## src/rtl/cim_recomb_pkg.sv

```systemverilog
package cim_recomb_pkg;

    typedef enum logic [1:0] {
        PH_IDLE = 2'd0,
        PH_RUN  = 2'd1,
        PH_DONE = 2'd2
    } phase_e;

    function automatic int ceil_log2(input int n);
        int r;
        r = 0;
        while ((1 << r) < n) r++;
        return (r < 1) ? 1 : r;
    endfunction

endpackage

```

## src/rtl/recomb_seq.sv

```systemverilog
module recomb_seq
    import cim_recomb_pkg::*;
#(
    parameter int IN_BITS = 8,
    parameter int COLS    = 2,
    parameter int SLICES  = 4,
    localparam int BIT_W  = ceil_log2(IN_BITS),
    localparam int COL_W  = ceil_log2(COLS),
    localparam int SL_W   = ceil_log2(SLICES)
) (
    input  logic             clk,
    input  logic             rst_n,
    input  logic             start,
    input  logic             signed_mode,
    input  logic             adc_valid,
    input  logic             res_ready,
    output logic             adc_ready,
    output logic             res_valid,
    output logic             fire,
    output logic             clear,
    output logic             neg_term,
    output logic [BIT_W-1:0] bit_idx,
    output logic [COL_W-1:0] col_idx,
    output logic [SL_W-1:0]  slice_idx
);

    localparam logic [BIT_W-1:0] BIT_LAST   = BIT_W'(IN_BITS - 1);
    localparam logic [COL_W-1:0] COL_LAST   = COL_W'(COLS - 1);
    localparam logic [SL_W-1:0]  SLICE_LAST = SL_W'(SLICES - 1);

    typedef struct packed {
        phase_e           phase;
        logic [BIT_W-1:0] bitn;
        logic [COL_W-1:0] col;
        logic [SL_W-1:0]  slice;
        logic             sgn;
    } seq_t;

    seq_t s_d, s_q;

    always_comb begin
        s_d   = s_q;
        clear = 1'b0;
        fire  = 1'b0;
        unique case (s_q.phase)
            PH_IDLE: begin
                if (start) begin
                    s_d.phase = PH_RUN;
                    s_d.bitn  = '0;
                    s_d.col   = '0;
                    s_d.slice = '0;
                    s_d.sgn   = signed_mode;
                    clear     = 1'b1;
                end
            end
            PH_RUN: begin
                if (adc_valid) begin
                    fire = 1'b1;
                    if (s_q.slice == SLICE_LAST) begin
                        s_d.slice = '0;
                        if (s_q.col == COL_LAST) begin
                            s_d.col = '0;
                            if (s_q.bitn == BIT_LAST) begin
                                s_d.phase = PH_DONE;
                            end else begin
                                s_d.bitn = s_q.bitn + 1'b1;
                            end
                        end else begin
                            s_d.col = s_q.col + 1'b1;
                        end
                    end else begin
                        s_d.slice = s_q.slice + 1'b1;
                    end
                end
            end
            PH_DONE: begin
                if (res_ready) s_d.phase = PH_IDLE;
            end
            default: s_d.phase = PH_IDLE;
        endcase
    end

    always_ff @(posedge clk or negedge rst_n) begin
        if (!rst_n) begin
            s_q <= '{phase: PH_IDLE, bitn: '0, col: '0, slice: '0, sgn: 1'b0};
        end else begin
            s_q <= s_d;
        end
    end

    assign adc_ready = (s_q.phase == PH_RUN);
    assign res_valid = (s_q.phase == PH_DONE);
    assign neg_term  = s_q.sgn && (s_q.bitn == BIT_LAST);
    assign bit_idx   = s_q.bitn;
    assign col_idx   = s_q.col;
    assign slice_idx = s_q.slice;


    start_go_chk: assert property (@(posedge clk) disable iff (!rst_n)
        (!adc_ready && !res_valid && start) |=> adc_ready);


    run_wait_chk: assert property (@(posedge clk) disable iff (!rst_n)
        (adc_ready && !adc_valid) |=> (adc_ready && $stable(slice_idx) && $stable(col_idx)));


    busy_excl_chk: assert property (@(posedge clk) disable iff (!rst_n)
        !(adc_ready && res_valid));

endmodule

```

## src/rtl/recomb_term.sv

```systemverilog
module recomb_term
    import cim_recomb_pkg::*;
#(
    parameter int ADC_BITS   = 8,
    parameter int IN_BITS    = 8,
    parameter int SLICES     = 4,
    parameter int SLICE_BITS = 2,
    parameter int ACC_W      = 24,
    localparam int BIT_W     = ceil_log2(IN_BITS),
    localparam int SL_W      = ceil_log2(SLICES),
    localparam int SH_W      = ceil_log2(IN_BITS + SLICES * SLICE_BITS)
) (
    input  logic [ADC_BITS-1:0]    sig_code,
    input  logic [ADC_BITS-1:0]    ref_code,
    input  logic [BIT_W-1:0]       bit_idx,
    input  logic [SL_W-1:0]        slice_idx,
    input  logic                   neg_term,
    output logic signed [ACC_W-1:0] term
);

    logic signed [ADC_BITS:0]   diff;
    logic signed [ACC_W-1:0]    diff_ext;
    logic signed [ACC_W-1:0]    shifted;
    logic [SH_W-1:0]            shamt;

    always_comb begin
        diff     = $signed({1'b0, sig_code}) - $signed({1'b0, ref_code});
        diff_ext = ACC_W'(diff);
        shamt    = SH_W'(SLICE_BITS * int'(slice_idx) + int'(bit_idx));
        shifted  = diff_ext <<< shamt;
        term     = neg_term ? -shifted : shifted;
    end

endmodule

```

## src/rtl/recomb_acc.sv

```systemverilog
module recomb_acc
    import cim_recomb_pkg::*;
#(
    parameter int ACC_W = 24,
    parameter int COLS  = 2,
    localparam int COL_W = ceil_log2(COLS)
) (
    input  logic                    clk,
    input  logic                    rst_n,
    input  logic                    clear,
    input  logic                    fire,
    input  logic [COL_W-1:0]        col_idx,
    input  logic signed [ACC_W-1:0] term,
    output logic [COLS*ACC_W-1:0]   sums
);

    for (genvar c = 0; c < COLS; c++) begin : g_col
        logic signed [ACC_W-1:0] acc_d, acc_q;
        logic signed [ACC_W:0]   wide;
        logic                    sel;

        always_comb begin
            sel   = fire && (col_idx == COL_W'(c));
            wide  = {acc_q[ACC_W-1], acc_q} + {term[ACC_W-1], term};
            acc_d = acc_q;
            if (clear) begin
                acc_d = '0;
            end else if (sel) begin
                acc_d = wide[ACC_W-1:0];
            end
        end

        always_ff @(posedge clk or negedge rst_n) begin
            if (!rst_n) begin
                acc_q <= '0;
            end else begin
                acc_q <= acc_d;
            end
        end

        assign sums[c*ACC_W +: ACC_W] = acc_q;


        no_overflow_chk: assert property (@(posedge clk) disable iff (!rst_n)
            sel |-> (wide[ACC_W] == wide[ACC_W-1]));
    end

endmodule

```

## src/rtl/cim_recomb.sv

```systemverilog
module cim_recomb
    import cim_recomb_pkg::*;
#(
    parameter int IN_BITS    = 8,
    parameter int ADC_BITS   = 8,
    parameter int SLICES     = 4,
    parameter int SLICE_BITS = 2,
    parameter int ROWS       = 128,
    parameter int COLS       = 2,
    localparam int W_BITS    = SLICES * SLICE_BITS,
    localparam int ACC_W     = IN_BITS + W_BITS + ceil_log2(ROWS) + 1,
    localparam int BIT_W     = ceil_log2(IN_BITS),
    localparam int COL_W     = ceil_log2(COLS),
    localparam int SL_W      = ceil_log2(SLICES)
) (
    input  logic                  clk,
    input  logic                  rst_n,
    input  logic                  start,
    input  logic                  signed_mode,
    input  logic                  adc_valid,
    output logic                  adc_ready,
    input  logic [ADC_BITS-1:0]   adc_sig,
    input  logic [ADC_BITS-1:0]   adc_ref,
    output logic                  res_valid,
    input  logic                  res_ready,
    output logic [COLS*ACC_W-1:0] res_sum
);

    logic                    fire, clear, neg_term;
    logic [BIT_W-1:0]        bit_idx;
    logic [COL_W-1:0]        col_idx;
    logic [SL_W-1:0]         slice_idx;
    logic signed [ACC_W-1:0] term;

    recomb_seq #(
        .IN_BITS (IN_BITS),
        .COLS    (COLS),
        .SLICES  (SLICES)
    ) u_seq (
        .clk         (clk),
        .rst_n       (rst_n),
        .start       (start),
        .signed_mode (signed_mode),
        .adc_valid   (adc_valid),
        .res_ready   (res_ready),
        .adc_ready   (adc_ready),
        .res_valid   (res_valid),
        .fire        (fire),
        .clear       (clear),
        .neg_term    (neg_term),
        .bit_idx     (bit_idx),
        .col_idx     (col_idx),
        .slice_idx   (slice_idx)
    );

    recomb_term #(
        .ADC_BITS   (ADC_BITS),
        .IN_BITS    (IN_BITS),
        .SLICES     (SLICES),
        .SLICE_BITS (SLICE_BITS),
        .ACC_W      (ACC_W)
    ) u_term (
        .sig_code  (adc_sig),
        .ref_code  (adc_ref),
        .bit_idx   (bit_idx),
        .slice_idx (slice_idx),
        .neg_term  (neg_term),
        .term      (term)
    );

    recomb_acc #(
        .ACC_W (ACC_W),
        .COLS  (COLS)
    ) u_acc (
        .clk     (clk),
        .rst_n   (rst_n),
        .clear   (clear),
        .fire    (fire),
        .col_idx (col_idx),
        .term    (term),
        .sums    (res_sum)
    );


    res_hold_chk: assert property (@(posedge clk) disable iff (!rst_n)
        (res_valid && !res_ready) |=> (res_valid && $stable(res_sum)));


    done_rise_chk: assert property (@(posedge clk) disable iff (!rst_n)
        $rose(res_valid) |-> $past(adc_valid && adc_ready));


    take_idle_chk: assert property (@(posedge clk) disable iff (!rst_n)
        (res_valid && res_ready) |=> (!res_valid && !adc_ready));


    stray_beat_chk: assert property (@(posedge clk) disable iff (!rst_n)
        (res_valid && adc_valid) |=> $stable(res_sum));

endmodule

```

## config.mk

```make
export PLATFORM = sky130hd
export DESIGN_NAME = cim_recomb
export DESIGN_NICKNAME = d
export VERILOG_FILES = /design/src/rtl/cim_recomb_pkg.sv /design/src/rtl/recomb_seq.sv /design/src/rtl/recomb_term.sv /design/src/rtl/recomb_acc.sv /design/src/rtl/cim_recomb.sv
export SDC_FILE = /design/constraint.sdc
export NUM_CORES = 1
export LEC_CHECK = 0
export CORE_UTILIZATION = 35
export CTS_CLUSTER_DIAMETER = 50
export CTS_CLUSTER_SIZE = 24
export DETAILED_ROUTE_END_ITERATION = 8
export PLACE_DENSITY = 0.59
export SYNTH_ARGS = -nofsm -noshare
export SYNTH_HDL_FRONTEND = slang
export SYNTH_SLANG_ARGS = --single-unit
export TNS_END_PERCENT = 100
```

## constraint.sdc

```tcl
create_clock -name clk -period 5.83 [get_ports clk]
set_clock_uncertainty 0.05 [all_clocks]
set_input_delay 0.8745 -clock clk [delete_from_list [all_inputs] [get_ports clk]]
set_output_delay 0.8745 -clock clk [all_outputs]
set_load 0.01 [all_outputs]
```

==> impl_metrics.csv <==
group,metric,value,unit
final_layout,areaGrowthSynthToFinish,55.2,%
setup_path,worstPathArrival,5.87,ns
floorplanning,dieArea,0.0197,mm2
sta,setup_ws,0.134,ns
clocking,cts_buffers,9,
grt,grt_start_max_net_pins,58,
sta,post-route-period-util,97.7,%
placed_design,dpl.hpwl,16100,um
clocking,max-clock-path-buffers,2,
floorplanning,die_y,140,um
floorplanning,rows,50,
detailed_routing,antenna_left,0,
floorplanning,initial_core_util,35.7,%
synth,ys_seq_area_share,21.3,%
synth,synthArstFlopShare,100,%
setup_path,path_max_fanout,5,
clocking,cts_hold_buf,0,
synth,synth_cell_type_count,90,
power_and_ir_drop,powerDensity,600,mW/mm2
detailed_routing,vias,7430,
sta,rsz0062_at_grt,"yes",
floorplanning,pin_count,72,
floorplanning,core_area,0.0188,mm2
synth,yosys_register_bits,57,
sta,whs,0.441,ns
sta,maxSlewHeadroom,46.3,%
grt,grtUsageTotal,21.9,%
setup_path,r2r-start,"u_seq.slice_idx[0]",
final_layout,final_cell_mix,"buf_4, o21ai_0, nand3_1",
worst_hold_path,min_path_type,"reg2reg",
clocking,clk_latency,0.33,ns
power_and_ir_drop,internal-power,3.54,mW
power_and_ir_drop,p_comb_share,77.7,%
synth,synth_nets,934,
sta,maxSlewViolCount,0,
detailed_routing,drt_iter0_markers,323,
floorplanning,fp.dieW,140,um
synth,synth-edff-count,0,
final_layout,drive_above_1_share,34.5,%
synth,yosysWarnings,0,
sta,hold_viol_final,0,
grt,grt_overflow,0,
synth,ys.flop_type,"dfrtp_1",
sta,fmax,176,MHz
final_layout,layout_commonest_cell,"buf_4",
final_layout,final_nets,1239,
synth,syn_area,0.00671,mm2
worst_hold_path,worstHoldEndpoint,"u_acc.g_col[0].acc_q[23]",
setup_path,rr_endpoint,"u_acc.g_col[0].acc_q[23]",
outcome,status,"complete, no violations",
setup_path,worstPathRequired,6.00,ns
setup_path,worst_setup_path_start_kind,"primary input",
setup_path,path_class,"in2reg",
setup_path,reg2reg_depth,23,
detailed_routing,vias_per_cell,5.37,
placed_design,gp_congestion,0.928,
sta,setup_viol,0,
synth,synth_area_leaders,"dfrtp_1, ha_1, o21ai_0",
placed_design,placed_cell_area,0.00926,mm2
synth,syn_inst,840,
detailed_routing,dr.pass1.iters,5,
setup_path,critPathCaptureType,"flop",
clocking,cts_root_buffer,"clkbuf_16",
job,cap_violations,0,
synth,netlist.area_leader.share,21.3,%
setup_path,r2r_slack,0.39,ns
sta,worstMarginPinSlew,0.806,ns
clocking,cts.reportedPaths.clkPinSlew,0.06,ns
detailed_routing,post_drt_wl_per_cell,15.7,um
grt,grt_pass1_vias,7080,
detailed_routing,routed_wl,21700,um
clocking,cts_tree,"yes",
worst_hold_path,hold_depth,1,
power_and_ir_drop,ir_drop,290,uV
clocking,htreeDepth,3,
placed_design,pre_cts_slack,-0.804,ns
power_and_ir_drop,pwr-share-seq,12.2,%
worst_hold_path,hp-start,"u_acc.g_col[0].acc_q[23]",
power_and_ir_drop,pwr-share-clk,10.2,%
synth,synth.avg_cell_area,7.98,um2
grt,grt_pass1_wl,34900,um
final_layout,diodes,0,
synth,yosysTopAreaCell,"dfrtp_1",
detailed_routing,drc,0,
placed_design,port_buffers,71,
power_and_ir_drop,p_leak,4.78,nW
grt,antenna_found_initial,0,
final_layout,final_core_util,55.5,%
final_layout,stdcell_area,0.0104,mm2
sta,min_period,5.70,ns
power_and_ir_drop,p_switching,2.71,mW
power_and_ir_drop,sw_frac_of_total,43.4,%
sta,setup_tns,0,ns
clocking,cts.sinks,57,
[cells by family after synthesis]
logic type / count (synthesis) / share of synthesized area [%]
AO/OA/AOI/OAI: 255 / 25.6
XOR/XNOR: 61 / 8.08
adder cells (fa/ha/maj): 72 / 13.9
buffers and inverters: 80 / 5.86
flip-flops: 57 / 21.3
multiplexers: 15 / 2.69
AND/OR/NAND/NOR: 300 / 22.6
[layout make-up]
class                      count  area [um2]
sequential                    57        1430
multi-input combinational    703        5480
clock buffer                  11         243
inverter                      42         160
fill                        1722        8360
tap                          234         293
timing repair buffer         332        2710
clock inverter                 5         103
[routing by layer]
layer / up-vias / routed length [um] / track usage [%]
li1: 3695 / - / -
met1: 3526 / 10200 / 29.5
met2: 177 / 10200 / 36.5
met3: 32 / 835 / 2.56
met4: 0 / 417 / 6.59
met5: - / 0 / 0
[worst max-delay path, stage by stage]
cell and delay [ns]:
buf_6 0.09, inv_4 0.05, ha_4 0.12, inv_2 0.04, fa_2 0.40, a21o_4 0.24, a21oi_4 0.14, xnor2_1 0.10
mux4_2 0.61, o41ai_4 0.39, buf_4 0.18, nor2_1 0.04, xor2_1 0.27, ha_1 0.32, a211oi_1 0.38, nor3b_2 0.26
a2111o_1 0.20, nand4_1 0.17, nand2_1 0.14, o21ai_2 0.08, o41ai_2 0.34, and2b_2 0.20, mux2i_1 0.07, mux2i_1 0.13
[what timing repair did]
action / 4_1_cts / 5_1_grt
gates resized for setup: 37 / 103
buffers inserted: 9 / 19
endpoints found under the setup margin: 15 / 20
pin swaps: 28 / 54
[how the worst max path moves through the flow]
stage,startpoint,to,slack [ns],depth (start not counted)
final,adc_sig[0],u_acc.g_col[0].acc_q[23],0.13,24
after global routing,adc_sig[0],u_acc.g_col[0].acc_q[23],-0.10,24
after CTS,adc_ref[1],u_acc.g_col[0].acc_q[23],0.01,27
after detailed placement,adc_ref[0],u_acc.g_col[0].acc_q[23],-0.80,26
after global placement,adc_ref[0],u_acc.g_col[1].acc_q[23],-0.60,26
after floorplan,adc_sig[0],u_acc.g_col[0].acc_q[23],-0.006,25
[cell usage after synthesis, types with 4 or more instances]
cell	count
a211oi_1	5
a21boi_0	7
a21o_1	11
a21oi_1	50
a31oi_1	10
a32oi_1	4
and2_1	5
and3_1	8
buf_1	7
buf_6	4
clkbuf_1	19
clkbuf_8	6
dfrtp_1	57
fa_1	4
ha_1	68
inv_1	41
mux2_2	4
mux2i_1	9
nand2_1	71
nand2b_1	12
nand3_1	75
nand4_1	7
nor2_1	53
nor2b_1	12
nor3_1	18
nor3b_1	5
nor4_1	4
nor4b_1	4
o211ai_1	9
o21a_1	9
o21ai_0	86
o22ai_1	4
o31ai_1	11
o41ai_1	4
or2_2	7
xnor2_1	27
xor2_1	33
[registers in the layout, summed over array words and instances, names as in the netlist]
signal,count
u_acc.g_col.acc_q,48
u_seq.bit_idx,3
u_seq.s_q,3
u_seq.slice_idx,2
u_seq.col_idx,1
[power by group through the flow]
| stage | registers [mW] | clock network [mW] | logic (mW) |
|---|---|---|---|
| detailed placement | 0.753 | 0 | 4.31 |
| finish | 0.761 | 0.636 | 4.85 |
| global route | 0.780 | 0.664 | 5.33 |
| global placement | 0.752 | 0 | 4.27 |
| CTS | 0.750 | 0.646 | 4.48 |
| floorplan | 0.764 | 0 | 2.33 |
[through the flow]
stage          power [mW]  cells
2_1_floorplan        3.09    840
3_3_place_gp         5.02   1342
3_5_place_dp         5.07   1342
4_1_cts              5.88   1367
5_1_grt              6.77   1384
6_report             6.25   1384
Note: power is estimated with default switching activity, not from simulation.
